[config.mk]
export PLATFORM = sky130hd
export DESIGN_NAME = lat_stats
export DESIGN_NICKNAME = d
export VERILOG_FILES = /design/src/rtl/lat_stats_pkg.sv /design/src/rtl/lat_timer.sv /design/src/rtl/lat_accum.sv /design/src/rtl/lat_readout.sv /design/src/rtl/lat_stats.sv
export SDC_FILE = /design/constraint.sdc
export NUM_CORES = 1
export LEC_CHECK = 0
export CORE_MARGIN = 2
export CORE_UTILIZATION = 40
export DETAILED_ROUTE_END_ITERATION = 7
export GPL_TIMING_DRIVEN = 1
export PLACE_DENSITY = 0.57
export SYNTH_ARGS = -nofsm -noshare
export SYNTH_HDL_FRONTEND = slang
export SYNTH_HIERARCHICAL = 1
export SYNTH_SLANG_ARGS = --single-unit
[constraint.sdc]
create_clock -name clk -period 7.5 [get_ports clk]
set_input_delay 0.75 -clock clk [delete_from_list [all_inputs] [get_ports clk]]
set_output_delay 0.75 -clock clk [all_outputs]
set_load 0.03 [all_outputs]
[src/rtl/lat_stats_pkg.sv]
package lat_stats_pkg;

    localparam int WORD_W = 32;
    localparam int HALF_W = 16;

    typedef logic [HALF_W-1:0] lat16_t;

    typedef struct packed {
        lat16_t mn;
        lat16_t mx;
    } extrema_t;

    localparam lat16_t LAT16_MAX = '1;

    function automatic lat16_t clamp16(input logic [WORD_W-1:0] v);
        if (v > WORD_W'(LAT16_MAX)) begin
            return LAT16_MAX;
        end
        return v[HALF_W-1:0];
    endfunction

endpackage

[src/rtl/lat_timer.sv]
module lat_timer #(
    parameter int LAT_W = 20
) (
    input  logic             clk,
    input  logic             rst_n,
    input  logic             ev_start,
    input  logic             ev_stop,
    output logic             done,
    output logic             overlap,
    output logic [LAT_W-1:0] lat
);
    localparam logic [LAT_W-1:0] TMR_MAX = '1;

    typedef struct packed {
        logic             busy;
        logic [LAT_W-1:0] tmr;
    } tmr_st_t;

    tmr_st_t st_d, st_q;

    always_comb begin
        st_d    = st_q;
        done    = st_q.busy & ev_stop;
        overlap = st_q.busy & ev_start;
        lat     = (st_q.tmr == TMR_MAX) ? TMR_MAX : st_q.tmr + 1'b1;
        if (!st_q.busy) begin
            // a stop with nothing in flight falls through untouched
            if (ev_start) begin
                st_d.busy = 1'b1;
                st_d.tmr  = '0;
            end
        end else if (ev_stop) begin
            st_d.busy = 1'b0;
            st_d.tmr  = '0;
        end else if (st_q.tmr != TMR_MAX) begin
            st_d.tmr = st_q.tmr + 1'b1;
        end
    end

    always_ff @(posedge clk or negedge rst_n) begin
        if (!rst_n) begin
            st_q <= '0;
        end else begin
            st_q <= st_d;
        end
    end

endmodule

[src/rtl/lat_accum.sv]
module lat_accum
    import lat_stats_pkg::*;
#(
    parameter int CNT_W = 32,
    parameter int LAT_W = 20
) (
    input  logic             clk,
    input  logic             rst_n,
    input  logic             clear,
    input  logic             done,
    input  logic             overlap,
    input  logic [LAT_W-1:0] lat,
    output logic [CNT_W-1:0] cnt,
    output logic [CNT_W-1:0] sum,
    output logic [CNT_W-1:0] sq,
    output extrema_t         ext,
    output logic             ovf,
    output logic             full
);
    localparam int SQ_W  = 2 * LAT_W;
    localparam int EXT_W = ((CNT_W > SQ_W) ? CNT_W : SQ_W) + 1;

    typedef struct packed {
        logic [CNT_W-1:0] cnt;
        logic [CNT_W-1:0] sum;
        logic [CNT_W-1:0] sq;
        extrema_t         ext;
        logic             ovf;
        logic             full;
    } acc_st_t;

    localparam acc_st_t ACC_INIT = '{
        cnt: '0, sum: '0, sq: '0,
        ext: '{mn: LAT16_MAX, mx: '0},
        ovf: 1'b0, full: 1'b0
    };

    acc_st_t          acc_d, acc_q;
    logic [SQ_W-1:0]  sq_full;
    logic [EXT_W-1:0] cnt_x, sum_x, sq_x;
    lat16_t           lat16;
    logic             wrap;

    always_comb begin
        acc_d   = acc_q;
        sq_full = SQ_W'(lat) * SQ_W'(lat);
        cnt_x   = EXT_W'(acc_q.cnt) + EXT_W'(1);
        sum_x   = EXT_W'(acc_q.sum) + EXT_W'(lat);
        sq_x    = EXT_W'(acc_q.sq) + EXT_W'(sq_full);
        lat16   = clamp16(WORD_W'(lat));
        wrap    = (|cnt_x[EXT_W-1:CNT_W]) | (|sum_x[EXT_W-1:CNT_W])
                | (|sq_x[EXT_W-1:CNT_W]);
        if (clear) begin
            acc_d = ACC_INIT;
        end else begin
            if (overlap) begin
                acc_d.full = 1'b1;
            end
            if (done) begin
                acc_d.cnt = cnt_x[CNT_W-1:0];
                acc_d.sum = sum_x[CNT_W-1:0];
                acc_d.sq  = sq_x[CNT_W-1:0];
                acc_d.ovf = acc_q.ovf | wrap;
                if (lat16 < acc_q.ext.mn) begin
                    acc_d.ext.mn = lat16;
                end
                if (lat16 > acc_q.ext.mx) begin
                    acc_d.ext.mx = lat16;
                end
            end
        end
    end

    always_ff @(posedge clk or negedge rst_n) begin
        if (!rst_n) begin
            acc_q <= ACC_INIT;
        end else begin
            acc_q <= acc_d;
        end
    end

    assign cnt  = acc_q.cnt;
    assign sum  = acc_q.sum;
    assign sq   = acc_q.sq;
    assign ext  = acc_q.ext;
    assign ovf  = acc_q.ovf;
    assign full = acc_q.full;

endmodule

[src/rtl/lat_readout.sv]
module lat_readout
    import lat_stats_pkg::*;
#(
    parameter int CNT_W = 32
) (
    input  logic              clk,
    input  logic              rst_n,
    input  logic              sample,
    input  logic              rd_en,
    input  logic [CNT_W-1:0]  cnt,
    input  logic [CNT_W-1:0]  sum,
    input  logic [CNT_W-1:0]  sq,
    input  extrema_t          ext,
    output logic [WORD_W-1:0] rd_data
);
    localparam int WPV    = (CNT_W > WORD_W) ? 2 : 1;
    localparam int NWORDS = 3 * WPV + 1;
    localparam int PTR_W  = $clog2(NWORDS + 1);
    localparam logic [PTR_W-1:0] PTR_END = PTR_W'(NWORDS);

    typedef struct packed {
        logic [CNT_W-1:0] cnt;
        logic [CNT_W-1:0] sum;
        logic [CNT_W-1:0] sq;
        extrema_t         ext;
        logic [PTR_W-1:0] ptr;
    } snap_st_t;

    snap_st_t          snap_d, snap_q;
    logic [WORD_W-1:0] words [NWORDS];

    always_comb begin
        snap_d = snap_q;
        if (sample) begin
            snap_d.cnt = cnt;
            snap_d.sum = sum;
            snap_d.sq  = sq;
            snap_d.ext = ext;
            snap_d.ptr = '0;
        end else if (rd_en && (snap_q.ptr != PTR_END)) begin
            snap_d.ptr = snap_q.ptr + 1'b1;
        end
    end

    always_ff @(posedge clk or negedge rst_n) begin
        if (!rst_n) begin
            snap_q <= '0;
        end else begin
            snap_q <= snap_d;
        end
    end

    generate
        if (WPV == 2) begin : g_split
            assign words[0] = WORD_W'(snap_q.cnt >> WORD_W);
            assign words[1] = snap_q.cnt[WORD_W-1:0];
            assign words[2] = WORD_W'(snap_q.sum >> WORD_W);
            assign words[3] = snap_q.sum[WORD_W-1:0];
            assign words[4] = WORD_W'(snap_q.sq >> WORD_W);
            assign words[5] = snap_q.sq[WORD_W-1:0];
            assign words[6] = snap_q.ext;
        end else begin : g_flat
            assign words[0] = snap_q.cnt[WORD_W-1:0];
            assign words[1] = snap_q.sum[WORD_W-1:0];
            assign words[2] = snap_q.sq[WORD_W-1:0];
            assign words[3] = snap_q.ext;
        end
    endgenerate

    always_comb begin
        rd_data = '0;
        for (int i = 0; i < NWORDS; i++) begin
            if (snap_q.ptr == PTR_W'(i)) begin
                rd_data = words[i];
            end
        end
    end

endmodule

[src/rtl/lat_stats.sv]
module lat_stats
    import lat_stats_pkg::*;
#(
    parameter int CNT_W = 32,
    parameter int LAT_W = 20
) (
    input  logic        clk,
    input  logic        rst_n,
    input  logic        ev_start,
    input  logic        ev_stop,
    input  logic        sample,
    input  logic        clear,
    input  logic        rd_en,
    input  logic        wr_en,
    input  logic [31:0] wr_data,
    output logic [31:0] rd_data,
    output logic [1:0]  stat
);
    logic             done, overlap, ovf, full;
    logic [LAT_W-1:0] lat;
    logic [CNT_W-1:0] cnt, sum, sq;
    extrema_t         ext;
    logic             wr_unused;

    // the data port accepts no writes
    assign wr_unused = wr_en ^ (^wr_data);

    lat_timer #(.LAT_W(LAT_W)) u_timer (
        .clk     (clk),
        .rst_n   (rst_n),
        .ev_start(ev_start),
        .ev_stop (ev_stop),
        .done    (done),
        .overlap (overlap),
        .lat     (lat)
    );

    lat_accum #(.CNT_W(CNT_W), .LAT_W(LAT_W)) u_accum (
        .clk    (clk),
        .rst_n  (rst_n),
        .clear  (clear),
        .done   (done),
        .overlap(overlap),
        .lat    (lat),
        .cnt    (cnt),
        .sum    (sum),
        .sq     (sq),
        .ext    (ext),
        .ovf    (ovf),
        .full   (full)
    );

    lat_readout #(.CNT_W(CNT_W)) u_readout (
        .clk    (clk),
        .rst_n  (rst_n),
        .sample (sample),
        .rd_en  (rd_en),
        .cnt    (cnt),
        .sum    (sum),
        .sq     (sq),
        .ext    (ext),
        .rd_data(rd_data)
    );

    assign stat = {ovf, full};

endmodule

==> flow_summary.yaml, run 1 <==
outcome:
  outcome: "complete, but fails checks"
  violations: "negative setup slack"
clocking:
  clk_path_buf_depth: 3
  cts-hold-fix-buffers: 0
  cts-root-buf: "clkbuf_16"
  h-tree-depth: 2
  cts_sinks: 282
  clk_latency_ps: 560
  cts_buffers: 36
  cts_tree: "yes"
  cts.clk_slew.worst_paths_ps: 50
layout:
  final_area_um2: 33900
  fin_nets: 3715
  area_growth_syn_to_layout_pct: 20.2
  n_fill_cell: 6445
  layout-drive-gt1-share_pct: 22.6
  layout_commonest_cell: "inv_1"
  layout_common_cells: "inv_1 (491), fa_1 (307), buf_4 (292)"
  final_cells: 4115
global_routing:
  antenna_found_initial: 0
  grt_usage_pct: 20.3
  grt_max_degree: 121
  grt-ovfl-total: 0
  grt_pass1_wl_um: 119000
  grt_pass1_vias: 22314
power:
  internal-power_w: 0.00294
  peakVddDrop_mv: 0.241
  total_power_w: 0.00415
  seq_power_share_pct: 40.5
  p_leak_nw: 17.7
  comb_power_share_pct: 17.9
  swShare_pct: 29.1
  clkPwrFrac_pct: 41.7
  powerDensity_nw_per_um2: 122
  net-switching-power_w: 0.00121
sta:
  setup_ws_ps: -177
  max_freq_ghz: 0.130
  period_needed_ps: 7680
  maxSlewViolCount: 0
  skew_ps: 29.4
  timing_hold_violations_final: 0
  slew_headroom_pct: 29.4
  fin_crit_sh_pct: 102
  worst_pin_slew_ps: 1060
  setup_viol: 5
  rsz0062_at_grt: "yes"
  holdWs_ps: 316
detailed_routing:
  wl_per_cell_um: 17.9
  drt_iter0_drc: 1470
  vias_per_cell: 5.14
  finalWirelength_um: 73500
  drtPass1Iterations: 7
  ant_nets: 0
  drcViolationCount: 0
  vias: 21157
flow_run:
  cap_violations: 0
critical_path:
  critPathKind: "reg2reg"
  cp_common_cell: "fa_1"
  max_stage_delay_ps: 560
  endpoint_kind: "flop"
  critPathLaunchType: "flop"
  cp_slowest_cell: "fa_1"
  crit_fanout: 5
  crit_arrival_ps: 8140
  worstPathRequired_ps: 7960
synthesis:
  synth_area_per_cell_um2: 9.84
  synth.area.top_cells: "dfrtp_1 (24%), fa_1 (22%), ha_1 (9.4%)"
  synth_mux_area_share_pct: 8.63
  synth-edff-count: 0
  synth_area_leader_cell: "dfrtp_1"
  syn_nets: 3434
  async_flop_share_pct: 100
  syn_inst: 2867
  ys_ff_latch: 282
  synth_area_um2: 28200
  synthSimpleGateAreaFrac_pct: 12.2
  synth_cell_types: 88
  seq_area_frac_synth_pct: 25.1
  synth_top_family_by_area: "adder cells"
  synth_compound_gate_area_share_pct: 9.77
  synthXorXnorAreaFrac_pct: 3.01
  yosysWarnings: 6
  synthAdderAreaFrac_pct: 31.8
  yosys.area.top_type_share_pct: 23.6
  synthFlopType: "dfrtp_1"
die:
  dieArea_um2: 72700
  die_width_um: 270
  core_area_um2: 69900
  die_h_um: 270
  initial_utilization_pct: 40.4
  pin_count: 74
  rows: 97
place:
  placedCellCount: 3989
  hpwl_um: 56500
  place.gp.congestion: 0.861
  numPortBuffers: 40
  dpl_cell_area_um2: 31400
hold_path:
  hold_class: "in2async"
==> per-stage QoR <==
stage	utilization [%]	setup TNS [ps]	setup slack [ps]
5_1_grt	48.5	-3120	-488
2_1_floorplan	-	-28.6	-28.6
3_5_place_dp	44.9	-2080	-380
4_1_cts	47.2	-291	-141
6_report	48.5	-501	-177
3_3_place_gp	44.9	-1180	-292
==> layout make-up <==
class	instances	area [µm²]	share of cell area, %
clock buffer	52	1030	3.04
clock inverter	12	143	0.421
inverter	508	1910	5.62
multi-input combinational	1944	19300	57.0
antenna	1	2.50	0.00738
tap	940	1180	3.47
sequential	282	7080	20.9
timing repair buffer	376	3250	9.58
==> state kept, by name (all words and copies together) (netlist names) <==
signal,count
u_accum/cnt,32
u_accum/ext,32
u_accum/ovf,1
u_readout/snap_q,131
u_accum/sq,32
u_timer/st_q,21
u_accum/sum,32
u_accum/full,1
==> logic make-up after synthesis <==
| family | after synthesis |
|---|---|
| AOI/OAI and AO/OA | 413 |
| xor gates and xnor gates | 97 |
| adders and majority gates | 527 |
| buffers and inverters | 642 |
| DFF | 282 |
| muxes | 194 |
| and+or+nand+nor | 712 |
==> worst max-delay path: cells and delay by family (launching register included) <==
kind,cells,cell delay (ps)
and+or+nand+nor,7,920
adders and majority gates,9,4030
AOI/OAI and AO/OA,8,1490
DFF,1,400
buffers and inverters,8,720
==> final timing paths <==
| check | from | to | slack, ps | cells past startpoint |
|---|---|---|---|---|
| setup / recovery | u_timer/st_q[1]$_DFFE_PN0P_ | u_accum/ovf$_DFFE_PN0P_ | -180 | 32 |
| max in group asynchronous | rst_n | u_readout/snap_q[113]$_DFFE_PN0P_ | 5490 | 2 |
| setup reg to reg | u_timer/st_q[1]$_DFFE_PN0P_ | u_accum/ovf$_DFFE_PN0P_ | -180 | 32 |
| min in group clk | u_readout/snap_q[41]$_DFFE_PN0P_ | u_readout/snap_q[41]$_DFFE_PN0P_ | 500 | 1 |
| hold / removal | rst_n | u_readout/snap_q[37]$_DFFE_PN0P_ | 320 | 1 |
| hold reg to reg | u_readout/snap_q[41]$_DFFE_PN0P_ | u_readout/snap_q[41]$_DFFE_PN0P_ | 500 | 1 |
==> layer usage <==
layer | vias to the layer above | wire [µm] | global-route usage [%] | part of all wire [%]
met1 | 10709 | 33700 | 27.8 | 46
met2 | 477 | 35400 | 34.5 | 48
li1 | 9858 | - | - | -
met5 | - | 0 | 0 | 0
met4 | 0 | 1560 | 4.84 | 2.1
met3 | 113 | 2810 | 2.26 | 3.8
==> synthesized netlist by cell type (18+ instances only) <==
| library cell | number |
|---|---|
| nand2b_1 | 48 |
| nor3_1 | 18 |
| fa_1 | 316 |
| nand3_1 | 28 |
| a21oi_1 | 114 |
| mux2_4 | 87 |
| nor2_1 | 172 |
| inv_1 | 506 |
| nand4_1 | 24 |
| buf_6 | 23 |
| a211oi_1 | 21 |
| a32o_1 | 33 |
| a21o_1 | 43 |
| xor2_1 | 56 |
| mux2i_1 | 60 |
| nand2_1 | 251 |
| mux2_2 | 44 |
| o21ai_0 | 41 |
| ha_1 | 211 |
| dfrtp_1 | 266 |
| xnor2_1 | 41 |
| o21ai_1 | 48 |
| clkbuf_1 | 76 |
| and2_1 | 93 |
==> power groups by stage <==
stage | sequential [W] | combinational, W | clock, W
after floorplan | 0.00168 | 0.000504 | 0
after global placement | 0.00170 | 0.000711 | 0
after detailed placement | 0.00171 | 0.000726 | 0
after CTS | 0.00168 | 0.000734 | 0.00177
after global routing | 0.00169 | 0.000811 | 0.00183
final | 0.00168 | 0.000741 | 0.00173
==> repair_timing <==
action / CTS / global route
endpoints found under the setup margin: 12 / 16
gates cloned: 1 / 2
pin swaps: 36 / 49
setup buffers: 22 / 36
gates resized for setup: 70 / 127
Note: power is estimated with default switching activity, not from simulation.
==> run 2: changes to the inputs <==
--- a/config.mk
+++ b/config.mk
@@ -10,6 +10,7 @@
 export DETAILED_ROUTE_END_ITERATION = 7
 export GPL_TIMING_DRIVEN = 1
 export PLACE_DENSITY = 0.57
+export SKIP_LAST_GASP = 1
 export SYNTH_ARGS = -nofsm -noshare
 export SYNTH_HDL_FRONTEND = slang
 export SYNTH_HIERARCHICAL = 1
==> flow_summary.yaml, run 2 (synthesis gave the netlist of run 1 again) <==
sta:
  maxSlewViolCount: 0
  fin_crit_sh_pct: 102
  slew_headroom_pct: 29.9
  setup_viol: 5
  rsz0062_at_grt: "yes"
  max_freq_ghz: 0.130
  tns_ps: -509
  timing_hold_violations_final: 0
  worst_pin_slew_ps: 1050
  period_needed_ps: 7670
  skew_ps: 30.8
  setup_ws_ps: -172
die:
  initial_utilization_pct: 40.4
  pin_count: 74
  die_width_um: 270
  dieArea_um2: 72700
  die_h_um: 270
  core_area_um2: 69900
  rows: 97
global_routing:
  grt_max_degree: 121
  grt-ovfl-total: 0
  grt_usage_pct: 20.3
  grt_pass1_vias: 22314
  grt_pass1_wl_um: 119000
  antenna_found_initial: 0
clocking:
  cts-hold-fix-buffers: 0
  cts.clk_slew.worst_paths_ps: 50
  cts-root-buf: "clkbuf_16"
  cts_sinks: 282
  clk_latency_ps: 570
  clk_path_buf_depth: 3
  h-tree-depth: 2
  cts_buffers: 36
  cts_tree: "yes"
layout:
  layout_common_cells: "inv_1 (482), fa_1 (304), buf_4 (284)"
  largest_register_ffs: 131
  layout_commonest_cell: "inv_1"
  n_fill_cell: 6421
  fin_nets: 3721
  final_cells: 4121
  area_growth_syn_to_layout_pct: 20.5
  layout-drive-gt1-share_pct: 23.1
  largest-register: "u_readout/snap_q"
critical_path:
  cp_slowest_cell: "fa_1"
  max_stage_delay_ps: 540
  reg2reg_from: "u_timer/st_q[1]$_DFFE_PN0P_"
  crit_fanout: 10
  worstPathRequired_ps: 7910
  endpoint_kind: "flop"
  critPathLaunch: "u_timer/st_q[1]$_DFFE_PN0P_"
  critPathKind: "reg2reg"
  crit_arrival_ps: 8080
  critPathLaunchType: "flop"
outcome:
  outcome: "complete, but fails checks"
  violations: "negative setup slack"
place:
  placedCellCount: 3989
  hpwl_um: 56500
  dp_worst_setup_slack_ps: -380
  numPortBuffers: 40
  place.gp.congestion: 0.861
power:
  p_leak_nw: 17.7
  powerDensity_nw_per_um2: 122
  peakVddDrop_mv: 0.241
  total_power_w: 0.00416
detailed_routing:
  vias_per_cell: 5.14
  drt_iter0_drc: 1402
  ant_nets: 0
  drtPass1Iterations: 5
  vias: 21199
  wl_per_cell_um: 17.8
  finalWirelength_um: 73500
  drcViolationCount: 0
flow_run:
  cap_violations: 0
hold_path:
  hold_class: "in2async"
run 2: changes by cell type in the layout (fill, tap and decap cells not counted), moves of 3 or more:
cell | previous run | this run
buf_6 | 24 | 37
buf_4 | 292 | 284
fa_1 | 307 | 304
inv_1 | 491 | 482
a21oi_4 | 2 | 5
a21oi_1 | 104 | 101
fa_2 | 9 | 12
xnor2_2 | 4 | 1
inv_2 | 17 | 25
run 2: per-stage QoR:
step           area [µm²]  util, %  hold slack [ps]
4_1_cts             33000     47.2              344
2_1_floorplan       28600        -              454
3_5_place_dp        31400     44.9              490
6_report            34000     48.7              322
5_1_grt             34000     48.7              397
3_3_place_gp        31400     44.9              488
run 2: critical path: cells and delay by family, from the launching register on:
kind	cells	cell delay, ps
adder cells (fa/ha/maj)	8	3390
AND/OR/NAND/NOR	10	1970
buffers and inverters	9	990
AO/OA/AOI/OAI	4	750
flip-flops	1	400
run 2: path summary, 6_finish.rpt:
check                                                    endpoint  slack [ps]  cells past startpoint
min in group clk                 u_readout/snap_q[41]$_DFFE_PN0P_         500                      1
worst max register to register            u_accum/ovf$_DFFE_PN0P_        -170                     31
worst min register to register   u_readout/snap_q[41]$_DFFE_PN0P_         500                      1
worst max-delay path                      u_accum/ovf$_DFFE_PN0P_        -170                     31
max in group asynchronous       u_readout/snap_q[113]$_DFFE_PN0P_        5510                      2
worst min-delay path             u_readout/snap_q[38]$_DFFE_PN0P_         320                      1
run 2: timing repair:
item                                   4_1_cts  5_1_grt
pin swaps                                   36       94
gates cloned                                 1        2
gates resized for setup                     69      156
setup endpoints to repair                   12       16
endpoints found under the hold margin        0        0
buffers inserted                            22       43
run 2: final cells by class:
class	instances	area, µm²	area share, %
diodes	1	2.50	0.00736
clock buffers	52	1030	3.03
clock inverters	12	143	0.419
inverters	508	1910	5.62
multi-input cells	1944	19300	56.8
flip-flops and latches	282	7080	20.8
well taps	940	1180	3.46
repair buffers	382	3340	9.83
run 2: metal layers:
layer | up-vias | global-route usage, % | wire, µm
met3 | 114 | 2.26 | 3030
li1 | 9871 | - | -
met4 | 0 | 4.84 | 1590
met1 | 10707 | 27.8 | 33300
met5 | - | 0 | 0
met2 | 507 | 34.5 | 35600
run 2: power by group:
| group | internal, W | switching (W) | leakage [nW] |
|---|---|---|---|
| logic | 0.000305 | 0.000438 | 13.3 |
| registers | 0.00161 | 0.0000701 | 3.80 |
| clock network | 0.00103 | 0.000702 | 0.578 |
==> run 3: changes to the inputs <==
--- a/config.mk
+++ b/config.mk
@@ -5,10 +5,11 @@
 export SDC_FILE = /design/constraint.sdc
 export NUM_CORES = 1
 export LEC_CHECK = 0
+export ABC_CLOCK_PERIOD_IN_PS = 7500
 export CORE_MARGIN = 2
 export CORE_UTILIZATION = 40
 export DETAILED_ROUTE_END_ITERATION = 7
-export GPL_TIMING_DRIVEN = 1
+export GPL_TIMING_DRIVEN = 0
 export PLACE_DENSITY = 0.57
 export SKIP_LAST_GASP = 1
 export SYNTH_ARGS = -nofsm -noshare
==> flow_summary.yaml, run 3 (synthesis gave the netlist of run 1 again) <==
outcome:
  outcome: "complete, but fails checks"
  violations: "negative setup slack"
sta:
  worst_pin_slew_ps: 1030
  rsz0062_at_grt: "yes"
  setup_ws_ps: -516
  max_freq_ghz: 0.125
  maxSlewViolCount: 0
  period_needed_ps: 8020
  timing_hold_violations_final: 0
  setup_viol: 13
  skew_ps: 12.4
  slew_headroom_pct: 31.3
  fin_crit_sh_pct: 107
  holdWs_ps: 168
layout:
  area_growth_syn_to_layout_pct: 21.5
  antennaDiodeCount: 0
  layout-drive-gt1-share_pct: 22.3
  fin_nets: 3662
  final_util_pct: 49.1
  largest-register: "u_readout/snap_q"
  final_cells: 4057
  final_area_um2: 34300
  layout_common_cells: "inv_1 (486), fa_1 (303), dfrtp_1 (256)"
  largest_register_ffs: 131
  layout_commonest_cell: "inv_1"
global_routing:
  grt_max_degree: 114
  grt_pass1_vias: 22795
  grt-ovfl-total: 0
  antenna_found_initial: 2
  grt_pass1_wl_um: 135000
  grt_usage_pct: 24.0
clocking:
  cts_tree: "yes"
  cts_buffers: 29
  cts_sinks: 282
  clk_path_buf_depth: 3
  cts-root-buf: "clkbuf_16"
  h-tree-depth: 1
  cts.clk_slew.worst_paths_ps: 70
  clk_latency_ps: 590
critical_path:
  crit_fanout: 7
  r2r_setup_slack_ps: -520
  cp_slowest_cell: "fa_1"
  endpoint_kind: "flop"
  r2r-end: "u_accum/ovf$_DFFE_PN0P_"
  reg2reg_from: "u_timer/st_q[2]$_DFFE_PN0P_"
  reg2reg_depth: 34
  max_stage_delay_ps: 540
  crit_arrival_ps: 8470
  critPathKind: "reg2reg"
  worstPathRequired_ps: 7950
  critPathLaunchType: "flop"
flow_run:
  cap_violations: 0
detailed_routing:
  finalWirelength_um: 87100
  ant_nets: 0
  vias: 21477
  drtPass1Iterations: 6
  vias_per_cell: 5.29
  drt_iter0_drc: 1534
  drcViolationCount: 0
  wl_per_cell_um: 21.5
die:
  core_area_um2: 69900
  die_h_um: 270
  pin_count: 74
  initial_utilization_pct: 40.4
  rows: 97
  die_width_um: 270
  dieArea_um2: 72700
hold_path:
  hold_class: "in2async"
power:
  p_leak_nw: 17.5
  powerDensity_nw_per_um2: 119
  peakVddDrop_mv: 0.176
place:
  place.gp.congestion: 0.921
  hpwl_um: 65000
  numPortBuffers: 39
  placedCellCount: 3848
  dpl_cell_area_um2: 30200
==> run 3: cell count changes in the layout (fill, tap and decap cells not counted), sizes merged, moves of 2 or more <==
cell      change
buf         -119
bufinv        +3
clkbuf       +52
clkinvlp      +2
==> run 3: per-layer routing <==
layer	share of wire [%]	wire, µm	vias up	track usage [%]
met4	3.4	2940	0	7.03
met5	0	0	-	0
li1	-	-	9750	-
met2	47	41200	682	40.5
met3	5.5	4820	161	2.95
met1	44	38100	10884	32.3
==> run 3: cell type report <==
| class | count | area (µm²) |
|---|---|---|
| Multi-Input combinational cell | 1943 | 19800 |
| Timing Repair Buffer | 207 | 1910 |
| Sequential cell | 282 | 7090 |
| Clock buffer | 38 | 830 |
| Fill cell | 6357 | 35600 |
| Buffer | 124 | 1330 |
| Inverter | 508 | 1910 |
| Clock inverter | 15 | 224 |
| Tap cell | 940 | 1180 |
==> run 3: how the worst max path moves through the flow <==
stage                                      startpoint                           to  slack, ps  depth (start not counted)
final                     u_timer/st_q[2]$_DFFE_PN0P_      u_accum/ovf$_DFFE_PN0P_       -520                         34
after global routing      u_timer/st_q[2]$_DFFE_PN0P_      u_accum/ovf$_DFFE_PN0P_       -810                         33
after CTS                 u_timer/st_q[2]$_DFFE_PN0P_      u_accum/ovf$_DFFE_PN0P_       -520                         34
after detailed placement  u_timer/st_q[0]$_DFFE_PN0P_      u_accum/ovf$_DFFE_PN0P_      -1990                         30
after global placement                          rst_n  u_accum/sum[23]$_DFFE_PN0P_      -6560                          1
after floorplan           u_timer/st_q[0]$_DFFE_PN0P_   u_accum/sq[27]$_DFFE_PN0P_        -30                         32
==> run 3: power breakdown <==
part / leakage, nW / switching (W) / internal [W] / total [W]
clock: 0.519 / 0.000653 / 0.000953 / 0.00161
combinational: 13.2 / 0.000469 / 0.000315 / 0.000784
sequential: 3.78 / 0.0000702 / 0.00161 / 0.00168
total: 17.5 / 0.00119 / 0.00288 / 0.00407
==> run 3: what timing repair did <==
| action | 4_1_cts | 5_1_grt |
|---|---|---|
| endpoints found under the setup margin | 24 | 18 |
| pin swaps | 98 | 130 |
| hold buffers | 0 | 0 |
| gates resized for setup | 237 | 133 |
| cloned | 2 | 0 |
| setup buffers | 126 | 38 |
==> run 3: metrics by stage <==
stage | worst slack, ps | total power [W] | TNS (ps)
after floorplan | -28.6 | 0.00218 | -28.6
after global placement | -6560 | 0.00243 | -1808460
after detailed placement | -1990 | 0.00245 | -30850
after CTS | -525 | 0.00408 | -2100
after global routing | -807 | 0.00424 | -6550
final | -516 | 0.00407 | -2340
==> run 3: critical path, delay by kind of cell, from the launching register on <==
| kind | cells | cell delay [ps] |
|---|---|---|
| fa+ha+maj | 8 | 3260 |
| simple gates | 10 | 1960 |
| buf+inv | 11 | 1310 |
| compound gates | 4 | 850 |
| flops | 1 | 340 |
| xor+xnor | 1 | 160 |
